`src/rtl/srx_pkg.sv`:
```
package srx_pkg;
    typedef enum logic [1:0] {
        ST_IDLE  = 2'b00,
        ST_SHIFT = 2'b01
    } srx_state_t;
endpackage

```
`src/rtl/srx_sync.sv`:
```
module srx_sync #(
    parameter int STAGES    = 2,
    parameter bit RESET_VAL = 1'b1
) (
    input  logic clk,
    input  logic rst_n,
    input  logic din,
    output logic dout
);
    logic [STAGES-1:0] chain;

    generate
        for (genvar g = 0; g < STAGES; g++) begin : g_stage
            if (g == 0) begin : g_first
                always_ff @(posedge clk or negedge rst_n) begin
                    if (!rst_n) chain[0] <= RESET_VAL;
                    else        chain[0] <= din;
                end
            end else begin : g_next
                always_ff @(posedge clk or negedge rst_n) begin
                    if (!rst_n) chain[g] <= RESET_VAL;
                    else        chain[g] <= chain[g-1];
                end
            end
        end
    endgenerate

    assign dout = chain[STAGES-1];
endmodule

```
`src/rtl/srx_tick_gen.sv`:
```
module srx_tick_gen #(
    parameter int DIV_LAST = 260
) (
    input  logic clk,
    input  logic rst_n,
    output logic tick
);
    localparam int CW     = $clog2(DIV_LAST + 1);
    localparam int PERIOD = 2 * (DIV_LAST + 1);
    localparam int GW     = $clog2(PERIOD) + 1;

    logic [CW-1:0] cnt;
    logic          phase;
    logic          wrap;

    assign wrap = (cnt == CW'(DIV_LAST));
    // an enable marks the wrap at which the half-rate phase rises
    assign tick = wrap && !phase;

    always_ff @(posedge clk or negedge rst_n) begin
        if (!rst_n) begin
            cnt   <= '0;
            phase <= 1'b0;
        end else if (wrap) begin
            cnt   <= '0;
            phase <= !phase;
        end else begin
            cnt   <= cnt + 1'b1;
        end
    end

    // checker state: clocks elapsed since the previous enable
    logic [GW-1:0] gap;
    logic          seen;
    always_ff @(posedge clk or negedge rst_n) begin
        if (!rst_n) begin
            gap  <= '0;
            seen <= 1'b0;
        end else if (tick) begin
            gap  <= '0;
            seen <= 1'b1;
        end else begin
            gap  <= gap + 1'b1;
        end
    end

    assert_tick_spacing_R2: assert property (@(posedge clk) disable iff (!rst_n)
        (tick && seen) |-> (gap == GW'(PERIOD - 1)))
        else $error("enable spacing wrong");

    assert_single_tick_R2: assert property (@(posedge clk) disable iff (!rst_n)
        tick |=> !tick)
        else $error("enable lasted more than one clock");
endmodule

```
`src/rtl/srx_fsm.sv`:
```
module srx_fsm
    import srx_pkg::*;
#(
    parameter int DATA_BITS = 8
) (
    input  logic                 clk,
    input  logic                 rst_n,
    input  logic                 tick,
    input  logic                 rx_s,
    output logic [DATA_BITS-1:0] byte_out,
    output logic                 byte_valid
);
    localparam int BW = $clog2(DATA_BITS);
    localparam logic [BW-1:0] LAST_BIT = BW'(DATA_BITS - 1);

    srx_state_t          state, state_nx;
    logic [BW-1:0]       bit_idx;
    logic [DATA_BITS-1:0] shreg;
    logic                go_shift, go_idle;

    assign go_shift = tick && (state == ST_IDLE) && !rx_s;
    assign go_idle  = tick && (state == ST_SHIFT) && (bit_idx == LAST_BIT);

    always_comb begin
        state_nx = state;
        unique case (state)
            ST_IDLE:  if (go_shift) state_nx = ST_SHIFT;
            ST_SHIFT: if (go_idle)  state_nx = ST_IDLE;
            default:  state_nx = ST_IDLE;
        endcase
    end

    always_ff @(posedge clk or negedge rst_n) begin
        if (!rst_n) state <= ST_IDLE;
        else        state <= state_nx;
    end

    always_ff @(posedge clk or negedge rst_n) begin
        if (!rst_n) begin
            bit_idx    <= '0;
            shreg      <= '0;
            byte_out   <= '0;
            byte_valid <= 1'b0;
        end else begin
            byte_valid <= 1'b0;
            if (go_shift) begin
                bit_idx <= '0;
            end else if (tick && state == ST_SHIFT) begin
                shreg   <= {rx_s, shreg[DATA_BITS-1:1]};
                bit_idx <= bit_idx + 1'b1;
                if (go_idle) begin
                    byte_out   <= {rx_s, shreg[DATA_BITS-1:1]};
                    byte_valid <= 1'b1;
                    bit_idx    <= '0;
                end
            end
        end
    end

    assert_idle_holds_R3: assert property (@(posedge clk) disable iff (!rst_n)
        (tick && state == ST_IDLE && rx_s) |=> (state == ST_IDLE))
        else $error("left idle on a high sample");

    assert_valid_pulse_R5: assert property (@(posedge clk) disable iff (!rst_n)
        byte_valid |=> !byte_valid)
        else $error("valid longer than one clock");

    assert_valid_after_tick_R5: assert property (@(posedge clk) disable iff (!rst_n)
        byte_valid |-> $past(tick))
        else $error("valid without an enable");

    assert_return_idle_R8: assert property (@(posedge clk) disable iff (!rst_n)
        byte_valid |-> (state == ST_IDLE))
        else $error("not idle after last bit");

    assert_byte_stable_R6: assert property (@(posedge clk) disable iff (!rst_n)
        !byte_valid |-> $stable(byte_out))
        else $error("byte changed without valid");
endmodule

```
`src/rtl/serial_byte_rx.sv`:
```
module serial_byte_rx #(
    parameter int DIV_LAST    = 260,
    parameter int DATA_BITS   = 8,
    parameter int SYNC_STAGES = 2
) (
    input  logic                 clk,
    input  logic                 rst_n,
    input  logic                 rx_line,
    output logic [DATA_BITS-1:0] rx_byte,
    output logic                 rx_valid
);
    logic rx_s;
    logic tick;

    srx_sync #(.STAGES(SYNC_STAGES), .RESET_VAL(1'b1)) u_sync (
        .clk  (clk),
        .rst_n(rst_n),
        .din  (rx_line),
        .dout (rx_s)
    );

    srx_tick_gen #(.DIV_LAST(DIV_LAST)) u_tick (
        .clk  (clk),
        .rst_n(rst_n),
        .tick (tick)
    );

    srx_fsm #(.DATA_BITS(DATA_BITS)) u_fsm (
        .clk       (clk),
        .rst_n     (rst_n),
        .tick      (tick),
        .rx_s      (rx_s),
        .byte_out  (rx_byte),
        .byte_valid(rx_valid)
    );

    always @(posedge clk) begin
        if (!rst_n) begin
            assert_reset_clear_R1: assert (rx_byte == '0 && !rx_valid)
                else $error("outputs not cleared in reset");
        end
    end
endmodule

```
`config.mk`:
```
export PLATFORM = sky130hd
export DESIGN_NAME = serial_byte_rx
export DESIGN_NICKNAME = d
export VERILOG_FILES = /design/src/rtl/srx_pkg.sv /design/src/rtl/srx_sync.sv /design/src/rtl/srx_tick_gen.sv /design/src/rtl/srx_fsm.sv /design/src/rtl/serial_byte_rx.sv
export SDC_FILE = /design/constraint.sdc
export NUM_CORES = 1
export LEC_CHECK = 0
export ABC_AREA = 1
export ABC_CLOCK_PERIOD_IN_PS = 1800
export BUFFER_PORTS_ARGS = -buffer_cell sky130_fd_sc_hd__buf_2
export CORE_MARGIN = 1.5
export CORE_UTILIZATION = 58
export DETAILED_ROUTE_END_ITERATION = 10
export PLACE_DENSITY = 0.82
export SLEW_MARGIN = 20
export SYNTH_ARGS = -nofsm -noshare
export SYNTH_HDL_FRONTEND = slang
export SYNTH_SLANG_ARGS = --single-unit
```
`constraint.sdc`:
```
create_clock -name clk -period 1.8 [get_ports clk]
set_clock_uncertainty 0.05 [all_clocks]
set_input_delay 0.18 -clock clk [delete_from_list [all_inputs] [get_ports clk]]
set_output_delay 0.18 -clock clk [all_outputs]
set_load 0.01 [all_outputs]
```
After elaboration in Yosys (flattened, before gate mapping). Index checks and enable logic that the tools add are counted.

Reduce and logical (&&, ||, !) cells: 12. $lt $le $gt $ge: 0. Multipliers: 0. Bitwise logic cells: 1. Shift-type cells: 0. Div/mod/pow operators: 0. Muxes and demuxes: 10. Add/sub/neg operators: 2. Equality and inequality tests: 5.

Operator list (number): $add 9x1->9 const B (1); $eq 9x9->1 const B (1); $mux 3 (3); $mux 9 (1); $logic_and 1x1->1 (5); $mux 2 (2); $ne 2x1->1 const B (2); $pmux 2 s2 (1); $reduce_and 2->1 (2); $add 3x1->3 const B (1); $eq 3x3->1 const B (1); $mux 1 (3); $reduce_and 3->1 (1); $eq 2x1->1 const B (1); $logic_not 1->1 (2); $logic_not 2->1 (1); $reduce_bool 2->1 (1); $not 1->1 (1).

Output and inout port bits: 9. Register bits after elaboration: 34. Logic and storage cells: 39. Memories: 0. Bits of input ports: 3. ROM bits: 0. Latch bits: 0. Bits in writable memories: 0.

Longest topological paths before layout. Gate-level depths: netlist of run 1.

Depth in word-level cells: 7. Mapped depth: 11. Mapped depth without buffers: 10.

By module. Synthesis of run 1 repeated with hierarchy kept, for this count alone.

Cell total of the unflattened synthesis: 158. Area total of the unflattened synthesis: 1426.4 um^2.

Modules (own cells, without submodules): srx_fsm (cells each 83, times used 1, area an instance 819.5 um^2, seq. area each 500.5 um^2); srx_tick_gen (cells each 73, times used 1, area an instance 554.3 um^2, seq. area each 250.2 um^2); srx_sync (cells each 2, times used 1, area an instance 52.6 um^2, seq. area each 52.6 um^2).

Least setup slack after synthesis of run 1. Ideal clock, no wire load.

Kind: register to register. From: register u_tick.cnt[0]. To: register u_fsm.state[0]. Setup time: 0.117 ns. Arrival: 1.271 ns. Path slack: 0.362 ns. Buffers on the path: 0. Data required time: 1.633 ns. Period minus slack after synthesis: 1.438 ns. Cell stages (with the launch flop): 10. Cells stage by stage: dfrtp_1 inv_1 ha_1 nand2_1 nor2_1 nand2_1 nor2_2 nand3_2 nand2_1 nand2_1.

Word-level cells in the longest chain between the ends: 6. Elaborated cells on any way between the ends: 9. Classes of those cells: eq/ne: 3; reduce/logical: 6.

Ends and longest elaborated chain: start: declaration (line srx_tick_gen.sv:12) `logic [CW-1:0] cnt;`; start signal: assignment (line srx_tick_gen.sv:28) `cnt <= cnt + 1'b1;`; $eq 9x9->1 * (line srx_tick_gen.sv:16) `assign wrap = (cnt == CW'(DIV_LAST));`; $logic_and 1x1->1 * (line srx_tick_gen.sv:18) `assign tick = wrap && !phase;`; $logic_and 1x1->1 (on tied branches) (2 in series) (line srx_fsm.sv:21, srx_fsm.sv:22); $ne 2x1->1 (no line); $reduce_and 2->1 (no line) *; end signal: assignment (line srx_fsm.sv:35) `else state <= state_nx;`; end: declaration (line srx_fsm.sv:16) `srx_state_t state, state_nx;`.

Every way passes the cells marked *; elsewhere a longest branch is shown, timed or not. A chain may end at the register's enable or synchronous reset.

Final worst setup path of run 1.
From: register u_tick.cnt[0]. To: register u_fsm.shreg[7].

Word-level cells in the longest chain between the ends: 6. Elaborated cells on any way between the ends: 7. Classes of those cells: eq/ne: 1; bitwise: 1; reduce/logical: 5.

Ends and longest elaborated chain: $eq 9x9->1 * (line srx_tick_gen.sv:16); $logic_and 1x1->1 * (line srx_tick_gen.sv:18); $logic_and 1x1->1 (2 in series) (line srx_fsm.sv:21) `assign go_shift = tick && (state == ST_IDLE) && !rx_s;`; $not 1->1 (no line); $reduce_and 2->1 (no line) *; end signal: assignment (line srx_fsm.sv:49) `shreg <= {rx_s, shreg[DATA_BITS-1:1]};`; end: declaration (line srx_fsm.sv:18) `logic [DATA_BITS-1:0] shreg;`.

Marks and branches as above.

==> metrics.md, run 1 <==
| Metric | Value |
|---|---|
| Synth Register Bits | `32` |
| Vias in the first global route | `around 1.0k` |
| Mapped Cells | `172` |
| Site row count | `18` |
| Sequential share of the synthesized area | `0.536` |
| Antenna Violating Nets Remaining | `0` |
| Area leader, netlist | `dfrtp_1` |
| Aggregate routed wire length | `about 2700 um` |
| Worst Max-Slew Pin Slew | `between 600 and 700 ps` |
| Post-DP Area | `about 1600 um^2` |
| CTS tree | `done` |
| Worst setup EP type | `register` |
| Share of layout cells above drive strength 1 | `0.168` |
| Setup TNS | `0 ps` |
| Peak supply drop | `between 0.0005 and 0.0006 V` |
| Synth Flop Type | `dfrtp_1` |
| Crit path arrival time | `1860 ps` |
| Final hold vios | `0` |
| Cell variety after synth | `25` |
| Initial antenna violation count | `0` |
| Clock Path Buffers | `2` |
| DIE WIDTH | `about 54 um` |
| Place WS | `151 ps` |
| Ys async rst share | `1.00` |
| Num CTS Buffers | `5` |
| Worst-Skew Late Latency | `between 300 and 400 ps` |
| Achievable Freq | `slightly below 600 MHz` |
| Post-route setup slack | `around 110 ps` |
| Critical Path RT | `roughly 2000 ps` |
| Drt pass-1 iters | `4` |
| Crit path cell chain | `inv_1 > ha_1 > nand2_1 > nor2_1 > nand2_1 > nor2_4 > nand2_2 > nand2_1 > o21ai_1` |
| Critical path's largest stage delay | `roughly 450 ps` |
| Tmin final | `about 1700 ps` |
| Dpl hpwl | `1840 um` |
| Worst Hold Class | `register to register` |
| IO buf count | `11` |
| Top post-synthesis cells by area | `dfrtp_1 (50%), nand2_1 (13%), inv_1 (6.0%)` |
| # DRC | `0` |
| Vias per cell | `between 5 and 6` |
| Slew HR | `0.547` |
| Cell with the most instances on the worst path | `nand2_1` |
| Syn Std Cell Area | `between 1000 and 1500 um^2` |
| Clock-pin slew on the worst setup and hold paths | `100 ps` |
| H-tree Lvls | `2` |
| Critical Path Fanout Max | `8` |
| Max cap viols | `0` |
| Num Clock Sinks | `32` |
| Root Buffer | `clkbuf_4` |
| IO Count | `12` |
| Startpoint types | `register` |
| Die Area | `just under 3000 um^2` |
| Largest net degree at the start of global routing | `33` |
| Leakage | `roughly 0.96 nW` |
| Syn Nets | `179` |
| Vias | `approximately 1.2k` |
| Worst setup path class | `register to register` |
| Post-Layout Cell Count | `~220` |
| Period utilization | `0.941` |
| Average cell area after synthesis | `slightly below 9 um^2` |
| First-pass GRT wire length | `~4400 um` |
| Setup-failing EPs final | `0` |
| DR iter-0 viols | `22` |
| Grt ovf | `0` |
| Final instance area | `roughly 1700 um^2` |
| Placed insts | `210` |
| Placer Congestion | `a little over 0.8` |
| Final Util | `0.685` |
| EDFF count, synth | `0` |
| Fin. max-slew vios | `0` |
| Slowest CP cell | `dfrtp_2` |
| Diode count | `0` |
| Drt wl/cell | `roughly 12 um` |
| Status | `completed` |
| Initial Util | `0.610` |
| Nets | `between 150 and 200` |
| YS warnings | `0` |
| Die Y | `around 54 um` |
| GRT Total Usage | `0.220` |
| Core box area | `around 2500 um^2` |
| Layout area overhead | `12.2%` |
| PwrDens | `between 700 and 800 nW/um^2` |
| Top cell type's share of synthesized area | `0.501` |
Yosys cell counts, types with 2 or more instances:
| cell | number |
|---|---|
| nand2_1 | 53 |
| dfrtp_1 | 30 |
| inv_1 | 24 |
| nand3_1 | 15 |
| nor2_1 | 12 |
| nand4_1 | 5 |
| o21ai_0 | 5 |
| ha_1 | 4 |
| a21oi_1 | 2 |
| buf_6 | 2 |
| dfstp_2 | 2 |
| nand2_2 | 2 |
| nand2_4 | 2 |
| nor2_4 | 2 |
| o21ai_1 | 2 |
layer usage:
| metal | GRT usage | share of wire | vias to the layer above |
|---|---|---|---|
| met5 | 0 | 0 | - |
| met4 | 0.141 | 0.026 | 0 |
| met3 | 0.0667 | 0.050 | 12 |
| met2 | 0.315 | 0.47 | 31 |
| met1 | 0.288 | 0.46 | 537 |
| li1 | - | - | 579 |
cells in the final DEF, fill, tap and decap left out:
cell type      Yosys  routed
a21oi_1            2       2
a31oi_1            1       1
buf_2              0      11
bufinv_16          0       1
clkbuf_1           1       1
clkbuf_4           0       5
clkinv_2           0       1
dfrtp_1           30      29
dfrtp_2            0       1
dfstp_2            2       2
dlygate4sd3_1      0       2
ha_1               4       4
inv_1             24      24
inv_2              1       1
nand2_1           53      53
nand2_2            2       2
nand2_4            2       2
nand3_1           15      15
nand3_4            0       1
nand4_1            5       5
nor2_1            12      12
nor2_2             1       1
nor2_4             2       3
nor2_8             1       1
nor3_1             1       1
o2111ai_1          1       1
o21ai_0            5       5
o21ai_1            2       2
or2_1              1       1
xor2_1             1       1
worst max-delay path, delay by kind of cell (launching register included):
family / cells / cell delay [ps]
AO/OA/AOI/OAI: 1 / 80
adder cells (fa/ha/maj): 1 / 140
buffers and inverters: 1 / 70
flip-flops: 1 / 450
AND/OR/NAND/NOR: 6 / 790
sequential cells by signal, indices dropped and copies added, names as in the netlist:
register          cells
u_fsm.bit_idx         3
u_fsm.byte_out        8
u_fsm.byte_valid      1
u_fsm.shreg           7
u_fsm.state           1
u_sync.chain          1
u_sync.dout           1
u_tick.cnt            9
u_tick.phase          1
cell families after synthesis:
group / Yosys count / synth area share
and+or+nand+nor: 96 / 0.304
buffers and inverters: 28 / 0.0802
DFF: 32 / 0.536
adders and majority gates: 4 / 0.0334
AOI/OAI and AO/OA: 11 / 0.0401
xor gates and xnor gates: 1 / 0.00585
final cells by class:
cell class / instances / area, um^2
flip-flops and latches: 32 / 805
fillers: 195 / 774
multi-input cells: 113 / 593
inverters: 25 / 93.8
repair buffers: 13 / 75.1
clock buffers: 6 / 41.3
well taps: 30 / 37.5
clock inverters: 2 / 35.0
report_power, final:
group / switching [mW] / internal [mW] / leakage [nW]
Combinational: 0.0151 / 0.00449 / 0.497
Sequential: 0.00159 / 0.723 / 0.426
Clock: 0.247 / 0.291 / 0.0422
what timing repair did:
action | in CTS | in global routing
buffers inserted | 0 | 0
hold buffers | 2 | 0
setup endpoints to repair | 0 | 10
resized for setup | 0 | 3
endpoints found under the hold margin | 31 | 0
path summary, 6_finish.rpt:
kind / cells past startpoint / endpoint / startpoint / slack, ps
max in group asynchronous: 2 / u_tick.cnt[0] / rst_n / 870
max reg2reg: 9 / u_fsm.shreg[7] / u_tick.cnt[0] / 110
min in group asynchronous: 2 / u_fsm.byte_out[7] / rst_n / 350
max: 9 / u_fsm.shreg[7] / u_tick.cnt[0] / 110
min: 0 / u_sync.dout / u_sync.chain[0] / 310
min reg2reg: 0 / u_sync.dout / u_sync.chain[0] / 310
through the flow:
stage	total power [mW]	hold WS [ps]
after detailed placement	0.755	212
after global routing	1.32	314
after CTS	1.29	312
final	1.28	312
after global placement	0.755	209
after floorplan	0.738	-166
(Power assumes the default switching activity.)
==> run 2: changes to the inputs <==
ABC_CLOCK_PERIOD_IN_PS = 1600   (was 1800)
CORE_UTILIZATION = 57   (was 58)
PLACE_DENSITY = 0.81   (was 0.82)
SYNTH_HIERARCHICAL = 1   (was default)
clock period = 1.6 ns   (was 1.8 ns; I/O delays follow)
==> metrics.md, run 2 <==
| Metric | Value |
|---|---|
| Status | `finished, violations left` |
| Violated checks | `setup timing` |
| R2R Path End | `u_fsm/shreg[2]` |
| Clock-pin slew on the worst setup and hold paths | `100 ps (about the same)` |
| IO Count | `12 (unchanged)` |
| Most frequent cell after synthesis | `nand2_1` |
| Die Y | `53.0 um (-1.5%)` |
| Mapped Cells | `158 (-8.1%)` |
| Leakage | `1.05 nW (+8.6%)` |
| Clock Path Buffers | `2 (unchanged)` |
| Initial antenna violation count | `0 (unchanged)` |
| Met3 Resource Use GR | `0.0847 (+0.0181)` |
| Crit path arrival time | `1850 ps (about the same)` |
| Slew HR | `0.541 (-0.00638)` |
| Hold Crit Depth | `0 (unchanged)` |
| Drt wl/cell | `14.4 um (+16%)` |
| Syn Nets | `165 (-7.8%)` |
| Final instance area | `1840 um^2 (+9.5%)` |
| First-pass GRT wire length | `4460 um (+1.4%)` |
| Root Buffer | `clkbuf_4` |
| Commonest non-fill, non-tap cell in the layout | `nand2_1` |
| Power, Total | `1.45 mW (+13%)` |
| RSZ-0062 raised after global routing | `yes` |
| Site row count | `17 (-1)` |
| Post-route setup slack | `-55.2 ps (-162 ps)` |
| Antenna Violating Nets Remaining | `0 (unchanged)` |
| DR iter-0 viols | `43 (+95%)` |
| GRT Total Usage | `0.230 (+0.0105)` |
| YS warnings | `6 (+6)` |
| RR Startpoint | `u_tick/cnt[0]` |
| Most frequent cells in the layout | `nand2_1 (47), dfrtp_1 (30), inv_1 (18), buf_4 (16), nand2_2 (12)` |
| Tmin final | `1660 ps (-37.7 ps)` |
| PwrDens | `788 nW/um^2 (+3.3%)` |
| Synth Flop Type | `dfrtp_1` |
| Num CTS Buffers | `5 (unchanged)` |
| Worst setup path class | `register to register` |
| Post-DP Area | `1570 um^2 (about the same)` |
| Area leader, netlist | `dfrtp_1` |
| H-tree Lvls | `2 (unchanged)` |
| Initial Util | `0.621 (+0.0108)` |
| Final hold vios | `0 (unchanged)` |
| Dpl hpwl | `1880 um (+2.0%)` |
| Placed insts | `204 (-2.9%)` |
| EDFF count, synth | `0 (unchanged)` |
| Sequential share of the synthesized area | `0.563 (+0.0268)` |
| Vias in the first global route | `1050 (+2.5%)` |
| Peak supply drop | `0.000660 V (+10%)` |
| Achievable Freq | `604 MHz (+2.3%)` |
| Top Registers | `u_tick/cnt x9, u_fsm/byte_out x8, u_fsm/shreg x7` |
| Share of layout cells above drive strength 1 | `0.365 (+0.198)` |
| Diode count | `0 (unchanged)` |
| M1 GR Usage | `0.293 (+0.00561)` |
| Core box area | `2300 um^2 (-6.4%)` |
| Grt ovf | `0 (unchanged)` |
| Ys async rst share | `1.00 (unchanged)` |
| Die Area | `2810 um^2 (-2.9%)` |
| Aggregate routed wire length | `3230 um (+18%)` |
| Cell variety after synth | `21 (-16%)` |
| GR Layer Usage met2 | `0.344 (+0.0287)` |
| Placer Congestion | `0.780 (-3.8%)` |
| Synth Register Bits | `32 (unchanged)` |
| Critical Path Fanout Max | `8 (unchanged)` |
| Num Clock Sinks | `32 (unchanged)` |
| Post-synth top cells | `nand2_1 (56), dfrtp_1 (30), inv_1 (21), nor2_1 (10), nand3_1 (9)` |
| Worst setup EP type | `register` |
| Syn Std Cell Area | `1430 um^2 (-4.8%)` |
| Worst R2R Setup Slack | `-60 ps (-160 ps)` |
| Setup-failing EPs final | `10 (+10)` |
| Layout filler cell count | `130 (-33%)` |
| Startpoint types | `register` |
| Post-Layout Cell Count | `225 (+1.8%)` |
| Worst R2R Path Depth | `10 (+1)` |
| Drt pass-1 iters | `4 (unchanged)` |
| Average cell area after synthesis | `9.03 um^2 (+3.7%)` |
| Largest net degree at the start of global routing | `33 (unchanged)` |
| Fin. max-slew vios | `0 (unchanged)` |
| Hold endpoint | `u_sync/dout` |
| Critical Path RT | `1790 ps (-170 ps)` |
| Layout area overhead | `29.0%` |
| CTS tree | `done` |
| Vias | `1187 (+2.4%)` |
| # DRC | `0 (unchanged)` |
| IO buf count | `11 (unchanged)` |
| Worst-Skew Late Latency | `340 ps (about the same)` |
| Worst Max-Slew Pin Slew | `689 ps (+9.56 ps)` |
| DIE WIDTH | `53.0 um (-1.5%)` |
| Nets | `203 (+3.0%)` |
| Vias per cell | `5.28 (+0.60%)` |
| GRT busiest layer | `met2` |
| Hold path start | `u_sync/chain[0]` |
| Top post-synthesis cells by area | `dfrtp_1 (53%), nand2_1 (15%), inv_1 (5.5%)` |
| Worst Hold Class | `register to register` |
| Top cell type's share of synthesized area | `0.526 (+0.0251)` |
| Register name with the most flops | `u_tick/cnt` |
| Max cap viols | `0 (unchanged)` |
| Period utilization | `1.03 (+0.0940)` |
| Max reg flops | `9 (unchanged)` |
-- run 2: changes by cell type after synthesis, moves of 2 or more --
cell / change
inv_1: -3
nand2_1: +3
nand2_2: +2
nand3_1: -6
nand4_1: -3
nor2_1: -2
o21ai_1: -2
o21ai_2: +4
-- run 2: cell type report --
type                       count  area (um^2)  share of cell area
tap                           28         35.0              0.0190
clock inverter                 3         42.5              0.0231
multi-input combinational    104          624               0.339
timing repair buffer          30          206               0.112
clock buffer                   5         37.5              0.0204
inverter                      23         91.3              0.0496
sequential                    32          803               0.436
-- run 2: layer usage --
layer / wire, um / up-vias
li1: - / 563
met1: 1380 / 569
met2: 1570 / 47
met3: 201 / 8
met4: 81 / 0
met5: 0 / -
-- run 2: cell families (layout without fill, tap and decap cells) --
group / after synthesis / after routing / synth area share
fa+ha+maj: 4 / 4 / 0.0351
flops: 32 / 32 / 0.563
buf+inv: 24 / 61 / 0.0684
simple gates: 87 / 89 / 0.279
xor+xnor: 2 / 2 / 0.0123
compound gates: 9 / 9 / 0.0421
-- run 2: worst max-delay path, stage by stage, from the launching register on --
cell and delay [ps]:
dfrtp_1 410, inv_2 80, ha_4 130, nand2_4 50
nor2_4 90, nand3b_1 160, inv_4 170, nand2_8 110
inv_4 120, nand2_1 70, o21ai_0 110
-- run 2: worst max path at each step --
stage,startpoint,end,slack [ps],cells past startpoint
global route,u_tick/cnt[0],u_fsm/shreg[2],-130,10
finish,u_tick/cnt[0],u_fsm/shreg[2],-60,10
CTS,u_tick/cnt[0],u_fsm/byte_out[0],8,10
global placement,u_tick/cnt[0],u_fsm/byte_out[5],20,9
floorplan,u_tick/cnt[0],u_fsm/bit_idx[0],30,10
detailed placement,u_tick/cnt[0],u_fsm/byte_out[2],-40,9
-- run 2: where the power goes --
| group | switching (mW) | leakage (nW) | internal [mW] | total [mW] |
|---|---|---|---|---|
| Sequential | 0.00120 | 0.426 | 0.813 | 0.814 |
| Combinational | 0.0171 | 0.581 | 0.00516 | 0.0223 |
| Clock | 0.288 | 0.0412 | 0.325 | 0.613 |
-- run 2: what timing repair did --
item,CTS,global route
hold endpoints to repair,31,0
setup endpoints to repair,8,20
hold buffers,2,0
buffers inserted,3,6
gates cloned,1,1
pin swaps,1,10
gates resized for setup,2,22
-- run 2: metrics by stage --
stage	setup WS (ps)	hold slack [ps]	util	setup TNS, ps
6_report	-55.2	320	0.801	-199
5_1_grt	-126	325	0.801	-1620
4_1_cts	7.75	323	0.746	0
3_5_place_dp	-44.2	187	0.681	-251
3_3_place_gp	20.9	182	0.681	0
2_1_floorplan	25.1	-186	-	0
==> run 3: changes to the inputs <==
MAX_ROUTING_LAYER = met4   (was default)
==> metrics.md, run 3 (synthesis results as in run 2) <==
| Metric | Value |
|---|---|
| Drt pass-1 iters | `4 (unchanged)` |
| Share of layout cells above drive strength 1 | `0.365 (unchanged)` |
| Post-route setup slack | `-49.3 ps (+5.98 ps)` |
| Cell with the most instances on the worst path | `inv_4` |
| DIE WIDTH | `53.0 um (unchanged)` |
| Worst setup EP type | `register` |
| Root Buffer | `clkbuf_4` |
| Final hold vios | `0 (unchanged)` |
| Startpoint types | `register` |
| Clock-pin slew on the worst setup and hold paths | `100 ps (about the same)` |
| Num CTS Buffers | `5 (unchanged)` |
| Violated checks | `setup timing` |
| Setup-failing EPs final | `10 (unchanged)` |
| Grt ovf | `0 (unchanged)` |
| Worst Hold Class | `register to register` |
| Dpl hpwl | `1880 um (unchanged)` |
| Tmin final | `1650 ps (-5.98 ps)` |
| Leakage | `1.05 nW (unchanged)` |
| Vias per cell | `5.32 (+0.93%)` |
| Final hold slack | `320 ps (+0.191 ps)` |
| Worst Max-Slew Pin Slew | `675 ps (-13.9 ps)` |
| Final instance area | `1840 um^2 (unchanged)` |
| Placer Congestion | `0.791 (+1.4%)` |
| Crit path cell chain | `inv_2 > ha_4 > nand2_4 > nor2_4 > nand3b_1 > inv_4 > nand2_8 > inv_4 > nand2_1 > o21ai_0` |
| Critical Path Fanout Max | `8 (unchanged)` |
| RSZ-0062 raised after global routing | `yes` |
| Register name with the most flops | `u_tick/cnt` |
| Buf/Inv on CP | `3 (unchanged)` |
| Most frequent cells in the layout | `nand2_1 (47), dfrtp_1 (30), inv_1 (18), buf_4 (16), nand2_2 (12)` |
| First-pass GRT wire length | `4460 um (unchanged)` |
| Nets | `203 (unchanged)` |
| Commonest non-fill, non-tap cell in the layout | `nand2_1` |
| Aggregate routed wire length | `3190 um (-1.1%)` |
| IO Count | `12 (unchanged)` |
| Final Util | `0.801 (unchanged)` |
| Core box area | `2300 um^2 (unchanged)` |
| Layout area overhead | `29.0% (unchanged)` |
| Critical Path RT | `1790 ps (about the same)` |
| Period utilization | `1.03 (-0.00373)` |
| H-tree Lvls | `2 (unchanged)` |
| Initial antenna violation count | `0 (unchanged)` |
| Status | `finished, violations left` |
| Slew HR | `0.550 (+0.00924)` |
| Critical path's largest stage delay | `410 ps (about the same)` |
| Crit path arrival time | `1840 ps (about the same)` |
| Met3 Resource Use GR | `0.0847 (unchanged)` |
| Slowest CP cell | `dfrtp_1` |
| GRT Total Usage | `0.236 (+0.00602)` |
| Post-Layout Cell Count | `225 (unchanged)` |
| Die Y | `53.0 um (unchanged)` |
| M1 GR Usage | `0.293 (unchanged)` |
| Crit-path leading delay family | `simple AND/OR/NAND/NOR gates` |
| Clock Path Buffers | `2 (unchanged)` |
| Initial Util | `0.621 (unchanged)` |
| Top Registers | `u_tick/cnt x9, u_fsm/byte_out x8, u_fsm/shreg x7` |
| GR Layer Usage met2 | `0.344 (unchanged)` |
| Post-DP Area | `1570 um^2 (unchanged)` |
| DR iter-0 viols | `42 (-2.3%)` |
| Die Area | `2810 um^2 (unchanged)` |
| Site row count | `17 (unchanged)` |
| PwrDens | `786 nW/um^2 (-0.19%)` |
| Layout filler cell count | `130 (unchanged)` |
| IO buf count | `11 (unchanged)` |
| Setup TNS | `-173 ps (+25.9 ps)` |
| Worst-Skew Late Latency | `340 ps (about the same)` |
| Placed insts | `204 (unchanged)` |
| Vias | `1198 (+0.93%)` |
| Max cap viols | `0 (unchanged)` |
| # DRC | `0 (unchanged)` |
| CTS tree | `done` |
| Peak supply drop | `0.000661 V (+0.12%)` |
| Achievable Freq | `606 MHz (+0.36%)` |
| Vias in the first global route | `1051 (+0.095%)` |
| Largest net degree at the start of global routing | `33 (unchanged)` |
| Worst setup path class | `register to register` |
| Antenna Violating Nets Remaining | `0 (unchanged)` |
| Max reg flops | `9 (unchanged)` |
| Diode count | `0 (unchanged)` |
| Fin. max-slew vios | `0 (unchanged)` |
| GRT busiest layer | `met2` |
| Num Clock Sinks | `32 (unchanged)` |
| Drt wl/cell | `14.2 um (-1.1%)` |
## run 3: cell counts in the layout (fill, tap and decap cells not counted)
Identical to the previous run, type by type.
## run 3: path summary, 6_finish.rpt
kind                                 start                end  slack, ps  cells past startpoint
setup / recovery             u_tick/cnt[0]     u_fsm/shreg[2]        -50                     10
hold / removal             u_sync/chain[0]        u_sync/dout        320                      0
setup reg to reg             u_tick/cnt[0]     u_fsm/shreg[2]        -50                     10
hold reg to reg            u_sync/chain[0]        u_sync/dout        320                      0
max in group asynchronous            rst_n       u_tick/phase        730                      2
min in group asynchronous            rst_n  u_fsm/byte_out[2]        330                      2
## run 3: repair_timing
item                                    in CTS  in global routing
buffers inserted                             3                  6
pin swaps                                    1                 10
gates cloned                                 1                  1
hold buffers                                 2                  0
gates resized for setup                      2                 22
endpoints found under the setup margin       8                 20
hold endpoints to repair                    31                  0
## run 3: report_power, final
part / switching [mW] / leakage, nW / internal (mW)
clock network: 0.285 / 0.0412 / 0.325
logic: 0.0168 / 0.581 / 0.00516
registers: 0.00119 / 0.426 / 0.813
## run 3: layout make-up
type / count / area [um^2] / area share
clock inverters: 3 / 42.5 / 0.0231
clock buffers: 5 / 37.5 / 0.0204
inverters: 23 / 91.3 / 0.0496
well taps: 28 / 35.0 / 0.0190
repair buffers: 30 / 206 / 0.112
flip-flops and latches: 32 / 803 / 0.436
multi-input cells: 104 / 624 / 0.339
## run 3: metal layers
metal	wire length [um]	share of wire	vias up
met5	0	0	-
met3	197	0.062	9
met4	79	0.025	0
met1	1360	0.43	570
li1	-	-	565
met2	1550	0.49	54
## run 3: per-stage QoR
stage / worst slack [ps] / power [mW]
2_1_floorplan: 25.1 / 0.831
3_3_place_gp: 20.9 / 0.848
3_5_place_dp: -44.2 / 0.849
4_1_cts: 7.75 / 1.46
5_1_grt: -118 / 1.50
6_report: -49.3 / 1.45
